## src/rtl/ckd_pkg.sv

```systemverilog
package ckd_pkg;

    localparam int DATA_W = 8;
    localparam int ADDR_W = 8;

    // Register addresses
    localparam logic [ADDR_W-1:0] CTRL_ADDR = 8'h00;
    localparam logic [ADDR_W-1:0] FUNC_ADDR = 8'h58;
    localparam logic [ADDR_W-1:0] DIV_BASE  = 8'h40;

    // Control register: bit position of the sticky soft reset
    localparam int SOFT_RST_BIT = 5;
    localparam logic [DATA_W-1:0] CTRL_DEFAULT = '0;

    // Role of the multi-function pin
    typedef enum logic [1:0] {
        PIN_HARD_RESET = 2'b00,
        PIN_SYNC_N     = 2'b01,
        PIN_UNUSED_A   = 2'b10,
        PIN_UNUSED_B   = 2'b11
    } pin_mode_e;

    typedef struct packed {
        logic       spare7;
        pin_mode_e  pin_mode;
        logic [1:0] spare4_3;
        logic       soft_sync;
        logic [1:0] spare1_0;
    } func_reg_t;

    localparam func_reg_t FUNC_DEFAULT = '{
        spare7:    1'b0,
        pin_mode:  PIN_HARD_RESET,
        spare4_3:  2'b00,
        soft_sync: 1'b0,
        spare1_0:  2'b00
    };

    // Sources that can freeze the dividers
    typedef struct packed {
        logic hard_rst;
        logic soft_rst;
        logic pin_sync;
        logic soft_sync;
    } ctl_req_t;

    function automatic logic [DATA_W-1:0] div_default(input int idx);
        return DATA_W'(idx + 1);
    endfunction

    function automatic logic hold_from(input ctl_req_t r);
        return |r;
    endfunction

endpackage

```

## src/rtl/ckd_sync2.sv

```systemverilog
module ckd_sync2 #(
    parameter logic RST_VAL = 1'b1
) (
    input  logic clk,
    input  logic rst,
    input  logic d,
    output logic q
);

    logic s1_q;

    always_ff @(posedge clk) begin
        if (rst) begin
            s1_q <= RST_VAL;
            q    <= RST_VAL;
        end else begin
            s1_q <= d;
            q    <= s1_q;
        end
    end

endmodule

```

## src/rtl/ckd_regbank.sv

```systemverilog
module ckd_regbank
    import ckd_pkg::*;
#(
    parameter int NUM_DIV = 4
) (
    input  logic                            clk,
    input  logic                            rst,
    input  logic                            hard_rst,
    input  logic                            wr_en,
    input  logic [ADDR_W-1:0]               wr_addr,
    input  logic [DATA_W-1:0]               wr_data,
    input  logic [ADDR_W-1:0]               rd_addr,
    output logic [DATA_W-1:0]               rd_data,
    output logic                            soft_rst,
    output pin_mode_e                       pin_mode,
    output logic                            soft_sync,
    output logic [NUM_DIV-1:0][DATA_W-1:0]  div_ratio
);

    logic [DATA_W-1:0]              ctrl_q;
    func_reg_t                      func_q;
    logic [NUM_DIV-1:0][DATA_W-1:0] div_q;
    logic [NUM_DIV-1:0][DATA_W-1:0] div_def;
    logic                           soft_q;

    assign soft_q = ctrl_q[SOFT_RST_BIT];

    always_comb begin
        for (int i = 0; i < NUM_DIV; i++) begin
            div_def[i] = div_default(i);
        end
    end

    always_ff @(posedge clk) begin
        if (rst || hard_rst) begin
            ctrl_q <= CTRL_DEFAULT;
            func_q <= FUNC_DEFAULT;
            div_q  <= div_def;
        end else begin
            if (wr_en && wr_addr == CTRL_ADDR) begin
                ctrl_q <= wr_data;
            end
            if (soft_q) begin
                func_q <= FUNC_DEFAULT;
                div_q  <= div_def;
            end else if (wr_en) begin
                if (wr_addr == FUNC_ADDR) begin
                    func_q <= func_reg_t'(wr_data);
                end
                for (int i = 0; i < NUM_DIV; i++) begin
                    if (wr_addr == DIV_BASE + ADDR_W'(i)) begin
                        div_q[i] <= wr_data;
                    end
                end
            end
        end
    end

    always_comb begin
        rd_data = '0;
        if (rd_addr == CTRL_ADDR) rd_data = ctrl_q;
        if (rd_addr == FUNC_ADDR) rd_data = func_q;
        for (int i = 0; i < NUM_DIV; i++) begin
            if (rd_addr == DIV_BASE + ADDR_W'(i)) rd_data = div_q[i];
        end
    end

    assign soft_rst  = soft_q;
    assign pin_mode  = func_q.pin_mode;
    assign soft_sync = func_q.soft_sync;
    assign div_ratio = div_q;

    // a pending soft reset puts the other registers back to default
    assert_soft_restores_R4: assert property (@(posedge clk) disable iff (rst)
        (soft_q && !hard_rst) |=> (func_q == FUNC_DEFAULT && div_q == div_def));

    // a pin reset puts the control and function registers back to default
    assert_hard_defaults_R3: assert property (@(posedge clk) disable iff (rst)
        hard_rst |=> (ctrl_q == CTRL_DEFAULT && func_q == FUNC_DEFAULT));

    // the soft reset bit stays set unless the control register is written
    assert_soft_sticky_R4: assert property (@(posedge clk) disable iff (rst)
        (soft_q && !hard_rst && !(wr_en && wr_addr == CTRL_ADDR)) |=> soft_q);

endmodule

```

## src/rtl/ckd_divider.sv

```systemverilog
module ckd_divider #(
    parameter int W = 8
) (
    input  logic         clk,
    input  logic         rst,
    input  logic         hold,
    input  logic [W-1:0] ratio,
    output logic         clk_out
);

    logic [W-1:0] cnt_q;
    logic         out_q;

    always_ff @(posedge clk) begin
        if (rst || hold) begin
            cnt_q <= '0;
            out_q <= 1'b0;
        end else if (cnt_q >= ratio) begin
            cnt_q <= '0;
            out_q <= ~out_q;
        end else begin
            cnt_q <= cnt_q + 1'b1;
        end
    end

    assign clk_out = out_q;

    // the output only changes at the terminal count
    assert_no_early_toggle_R5: assert property (@(posedge clk) disable iff (rst)
        (!hold && cnt_q < ratio) |=> $stable(out_q));

    // a freeze leaves the counter at zero
    assert_hold_clears_count_R6: assert property (@(posedge clk) disable iff (rst)
        hold |=> (cnt_q == '0));

endmodule

```

## src/rtl/ckdist_ctrl.sv

```systemverilog
module ckdist_ctrl
    import ckd_pkg::*;
#(
    parameter int NUM_DIV = 4
) (
    input  logic               clk,
    input  logic               rst,
    input  logic               mf_pin_n,
    input  logic               wr_en,
    input  logic [ADDR_W-1:0]  wr_addr,
    input  logic [DATA_W-1:0]  wr_data,
    input  logic [ADDR_W-1:0]  rd_addr,
    output logic [DATA_W-1:0]  rd_data,
    output logic [NUM_DIV-1:0] div_out
);

    logic                           pin_s;
    logic                           soft_rst;
    pin_mode_e                      pin_mode;
    logic                           soft_sync;
    logic [NUM_DIV-1:0][DATA_W-1:0] div_ratio;
    ctl_req_t                       req;
    logic                           hold;

    ckd_sync2 #(.RST_VAL(1'b1)) u_pin_sync (
        .clk (clk),
        .rst (rst),
        .d   (mf_pin_n),
        .q   (pin_s)
    );

    always_comb begin
        req.hard_rst  = (pin_mode == PIN_HARD_RESET) && !pin_s;
        req.pin_sync  = (pin_mode == PIN_SYNC_N) && !pin_s;
        req.soft_rst  = soft_rst;
        req.soft_sync = soft_sync;
        hold          = hold_from(req);
    end

    ckd_regbank #(.NUM_DIV(NUM_DIV)) u_bank (
        .clk       (clk),
        .rst       (rst),
        .hard_rst  (req.hard_rst),
        .wr_en     (wr_en),
        .wr_addr   (wr_addr),
        .wr_data   (wr_data),
        .rd_addr   (rd_addr),
        .rd_data   (rd_data),
        .soft_rst  (soft_rst),
        .pin_mode  (pin_mode),
        .soft_sync (soft_sync),
        .div_ratio (div_ratio)
    );

    for (genvar g = 0; g < NUM_DIV; g++) begin : g_div
        ckd_divider #(.W(DATA_W)) u_div (
            .clk     (clk),
            .rst     (rst),
            .hold    (hold),
            .ratio   (div_ratio[g]),
            .clk_out (div_out[g])
        );
    end

    // any active freeze source drives every output low
    assert_hold_outputs_low_R7: assert property (@(posedge clk) disable iff (rst)
        hold |=> (div_out == '0));

    // with the pin in an unused mode it freezes nothing on its own
    assert_pin_idle_modes_R8: assert property (@(posedge clk) disable iff (rst)
        (pin_mode[1] && !pin_s) |-> !(req.hard_rst || req.pin_sync));

endmodule

```

## config.mk

```make
export PLATFORM = sky130hd
export DESIGN_NAME = ckdist_ctrl
export DESIGN_NICKNAME = d
export VERILOG_FILES = /design/src/rtl/ckd_pkg.sv /design/src/rtl/ckd_sync2.sv /design/src/rtl/ckd_regbank.sv /design/src/rtl/ckd_divider.sv /design/src/rtl/ckdist_ctrl.sv
export SDC_FILE = /design/constraint.sdc
export NUM_CORES = 1
export LEC_CHECK = 0
export BUFFER_PORTS_ARGS = -buffer_cell sky130_fd_sc_hd__buf_4
export CAP_MARGIN = 15
export CORE_ASPECT_RATIO = 0.7
export CORE_UTILIZATION = 55
export DETAILED_ROUTE_END_ITERATION = 12
export MAX_ROUTING_LAYER = met4
export PLACE_DENSITY_LB_ADDON = 0.12
export REMOVE_ABC_BUFFERS = 1
export SLEW_MARGIN = 20
export SYNTH_ARGS = -nofsm -noshare
export SYNTH_HDL_FRONTEND = slang
export SYNTH_SLANG_ARGS = --single-unit
```

## constraint.sdc

```tcl
create_clock -name clk -period 1.8 [get_ports clk]
set_input_delay 0.18 -clock clk [delete_from_list [all_inputs] [get_ports clk]]
set_output_delay 0.18 -clock clk [all_outputs]
set_load 0.05 [all_outputs]
```

# --- Yosys cells after proc, flatten, opt, wreduce, memory -nomap -nowiden ---
# Cells that the tools add are included.
word_totals:
  elab_cells: 69
  regBits: 86
op_classes:
  n_bitwise: 4
  n_reduce_logical: 20
  addsub: 4
  n_eq_ne: 11
  magnitude_cmp: 4
  mux: 6
op_table:
  columns: ["op", "count"]
  rows:
  - ["$eq 8x7->1 const B", 10]
  - ["$mux 8", 6]
  - ["$add 8x1->8 const B", 4]
  - ["$ge 8x8->1", 4]
  - ["$logic_not 8->1", 2]
  - ["$reduce_and 2->1", 5]
  - ["$reduce_or 2->1", 5]
  - ["$not 1->1", 4]
  - ["$reduce_or 4->1", 1]
  - ["$logic_and 1x1->1", 3]
  - ["$eq 2x1->1 const B", 1]
  - ["$logic_not 2->1", 1]
  - ["$logic_or 1x1->1", 2]
  - ["$logic_not 1->1", 1]

# --- Longest topological paths before layout ---
logic_depth:
  ltp_word: 7
  ltp_mapped: 6
  ltp_nobuf: 6

# --- Cells and area by module ---
# From an unflattened synthesis, not the netlist that was laid out.
unflattened:
  cells_unflattened: 523
  hier_area_um2: 4693.3
by_module_without_submodules:
  columns: ["mod", "seq_area_each_um2", "area_each_um2", "cells_each", "n_inst"]
  rows:
  - ["ckd_regbank", 960.9, 2319.7, 256, 1]
  - ["ckd_divider", 180.2, 575.6, 65, 4]
  - ["ckd_sync2", 40.0, 52.6, 4, 1]
  - ["ckdist_ctrl", 0.0, 18.8, 3, 1]

# --- Worst setup path after synthesis ---
# OpenSTA, ideal clock, no wires.
synth_timing:
  path_kind: "input to output"
  start: "input port rd_addr[5]"
  end: "output port rd_data[1]"
  arrival_ns: 1.902
  slack_ns: -0.282
  n_path_buf: 0
  stages: 4
  t_required_ns: 1.620
  path_cell_list: "or3_4 > or3_1 > o22a_1 > a21oi_1"
synth_via:
  elab_chain_len: 7
  word_cells_on_any_way: 12
  cone_classes: "5 x eq/ne; 6 x mux; 1 x reduce/logical"
synth_lines:
  columns: ["item", "line", "source"]
  rows:
  - ["start: declaration", "ckdist_ctrl.sv:12", "input logic [ADDR_W-1:0] rd_addr,"]
  - ["$logic_not 8->1", "ckd_regbank.sv:61", "if (rd_addr == CTRL_ADDR) rd_data = ctrl_q;"]
  - ["$mux 8", "ckd_regbank.sv:61", null]
  - ["$mux 8", "ckd_regbank.sv:62", "if (rd_addr == FUNC_ADDR) rd_data = func_q;"]
  - ["$mux 8 (3 in a row)", "ckd_regbank.sv:64", "if (rd_addr == DIV_BASE + ADDR_W'(i)) rd_data = div_q[i];"]
  - ["$mux 8 (*)", "ckd_regbank.sv:64", null]
  - ["end: declaration", "ckdist_ctrl.sv:13", "output logic [DATA_W-1:0] rd_data,"]
# Mark *: on every way between the ends. The rest lies on a longest branch, timed or not.

# --- Final worst setup path ---
layout_timing:
  start: "register u_bank.div_q (netlist bit u_bank.div_ratio[4])"
  end: "output port rd_data[4]"
layout_via:
  elab_chain_len: 4
layout_lines:
  columns: ["item", "line", "source"]
  rows:
  - ["start: declaration", "ckd_regbank.sv:22", "logic [NUM_DIV-1:0][DATA_W-1:0] div_q;"]
  - ["start signal: assignment", "ckd_regbank.sv:38", "div_q <= div_def;"]
  - ["start signal: assignment", "ckd_regbank.sv:45", "div_q <= div_def;"]
  - ["start signal: indexed assignment", "ckd_regbank.sv:52", "div_q[i] <= wr_data;"]
  - ["$mux 8 (4 in a row)", "ckd_regbank.sv:64", null]
# No other way between the ends.

==> flow_metrics.tcl <==
set metrics [dict create \
    slew_viol_final 0 \
    cp-start-kind "flop" \
    port_buffers 39 \
    ys_ff_latch 86 \
    p_per_area_nw_per_um2 834.6 \
    grt_pass1_vias 3527 \
    antenna_found_initial 0 \
    yosys.area.top_type_share 0.3825 \
    via_per_inst 5.825 \
    drive_above_1_share 0.2384 \
    finalCritPeriodShare 1.010 \
    synth_edf_count 0 \
    synth_ff_type "dfxtp_1" \
    cts_buffers 9 \
    tns_ns -0.01789 \
    status "finished with violations" \
    wl_met3_um 851 \
    clk_path_buf_depth 2 \
    finalHoldViolCount 0 \
    ys_types 48 \
    grt_setup_unrepaired "true" \
    highest_layer "met4" \
    postLayoutCellArea_um2 5568 \
    fillCellCount 654 \
    dieArea_um2 8555 \
    met1_length_um 5447 \
    io_pins 40 \
    vias 3862 \
    p_leak_nw 2.424 \
    violations "negative setup slack" \
    cp_data_arrival_time_ns 1.64 \
    final_cells 663 \
    detailed_place_hpwl_um 8132 \
    peakVddDrop_mv 0.7254 \
    grt_pass1_wl_um 17800 \
    postRouteAntennaNets 0 \
    core_area_um2 7905 \
    dp_cells 646 \
    clock-sinks 86 \
    syn_inst 497 \
    relSlewSlack 0.6840 \
    initial_core_util 0.5693 \
    diodes 0 \
    end_kind "output pin" \
    wire_per_inst_um 17.10 \
    drc 0 \
    grtUsageTotal 0.2847 \
    fin_crit_ns 1.818 \
    max_freq_mhz 550.1 \
    dieWidth_um 110.1 \
    postSynth.asyncResetShare 0 \
    syn_area_um2 4501 \
    clock_latency_ns 0.34 \
    cp.required_ns 1.62 \
    cts-root-buf "clkbuf_16" \
    synth_seq_area_share 0.3825 \
    cts_tree "yes" \
    dr.first_iter.drc_count 360 \
    hold_class "primary input to flop" \
    setup_ws_ns -0.01789 \
    crit_fanout 2 \
    tightest_slew_ns 0.4740 \
    drtPass1Iterations 5 \
    max_cap_viol_count 0 \
    routed_wl_um 11340 \
    ys_warn_count 0 \
    ctsHoldBuffers 0 \
    syn_avg_cell_area_um2 9.055 \
    grt_overflow 0 \
    critPathKind "flop to output pin" \
    skew_ns 0.006453 \
    yosysMostFrequentCell "dfxtp_1" \
    synthToLayoutAreaGrowth_pct 23.71 \
    grt_max_degree 33 \
    setup_violations 1 \
    wl_met2_um 4909 \
    htreeDepth 3 \
    gp_congestion 0.9423 \
    path_clk_slew_ns 0.06 \
    fin_nets 621 \
    placement_rows 27 \
    synth_common_cells "dfxtp_1, nor2_1, mux2i_1" \
    ys_top_cells_by_area "dfxtp_1, ha_1, mux2i_1, nor3_1, nor2_1" \
    placed_area_um2 5056 \
    yosysTopAreaCell "dfxtp_1" \
    dieHeight_um 77.69 \
]
critical path, cell delays in order (launching register included):
cell and delay, ns:
dfxtp_1 0.31, buf_4 0.13, mux2i_1 0.15, nor2_1 0.07
a211oi_1 0.28, o22ai_2 0.14, buf_4 0.21
where the power goes:
part	internal [W]	switching [W]
sequential	0.00197	0.0000578
clock	0.00114	0.000739
combinational	0.000295	0.000438
total	0.00341	0.00123
final timing paths:
| path | endpoint | slack, ns | cells past startpoint | from |
|---|---|---|---|---|
| max | rd_data[4] | -0.02 | 6 | u_bank.div_ratio[4] |
| min | u_pin_sync.s1_q | 0.03 | 2 | mf_pin_n |
| max reg2reg | g_div[1].u_div.cnt_q[2] | 0.08 | 6 | u_bank.div_ratio[12] |
| min reg2reg | u_pin_sync.q | 0.42 | 1 | u_pin_sync.s1_q |
cells by family after synthesis:
| group | share of synthesized area |
|---|---|
| and+or+nand+nor | 0.2060 |
| DFF | 0.3825 |
| AOI/OAI and AO/OA | 0.1093 |
| buffers and inverters | 0.05671 |
| muxes | 0.09869 |
| adders and majority gates | 0.1001 |
| xor gates and xnor gates | 0.04671 |
flip-flops by register name, summed over array words and instances, names as in the netlist:
signal,count
g_div.u_div.clk_out,4
u_pin_sync.q,1
u_pin_sync.s1_q,1
u_bank.ctrl_q,8
u_bank.div_ratio,32
g_div.u_div.cnt_q,32
u_bank.soft_sync,1
u_bank.pin_mode,2
u_bank.func_q,5
area by class of cell:
cell class                      instances  area, um^2  share of cell area
Tap cell                              101       126.4             0.02270
Multi-Input combinational cell        352        2708              0.4863
Inverter                               37       138.9             0.02494
Clock buffer                           12       256.5             0.04607
Timing Repair Buffer                   71       568.0              0.1020
Clock inverter                          4       45.04            0.008090
Sequential cell                        86        1725              0.3099
layout by cell type (no fill, tap or decap), types with 4 or more instances in the layout:
master     count
ha_1          33
buf_6          6
xnor2_1       11
mux2i_1       41
a21o_1         7
xor2_1        13
clkbuf_16      9
o22ai_2        5
inv_1         37
nor3_1        34
and3_1        11
buf_4         64
nand2_1       19
a211oi_1       7
dfxtp_1       83
a222oi_1       5
o21ai_0       18
nand2b_1       9
nand3_1       27
nor2_1        43
nor3_2         6
a21oi_2        4
repair_timing:
item / in CTS / in global routing
setup buffers: 0 / 0
setup endpoints to repair: 3 / 40
gates cloned: 0 / 1
pin swaps: 0 / 7
resized for setup: 3 / 38
layer usage:
layer | vias to the layer above | GRT usage
met5 | - | -
met4 | 0 | 0.07895
met3 | 9 | 0.07311
met2 | 129 | 0.3969
met1 | 1828 | 0.4043
li1 | 1896 | -
metrics by stage:
step / power (W) / setup WS, ns / util / hold slack (ns)
final: 0.004647 / -0.01789 / 0.7043 / 0.02773
after detailed placement: 0.002756 / -0.002340 / 0.6396 / 0.3699
after floorplan: 0.002465 / -0.2818 / - / 0.2838
after global routing: 0.004820 / -0.07052 / 0.7043 / 0.02379
after global placement: 0.002733 / 0.02943 / 0.6396 / 0.3683
after CTS: 0.004623 / 0.003298 / 0.6800 / 0.01886
Note: power is estimated with default switching activity, not from simulation.
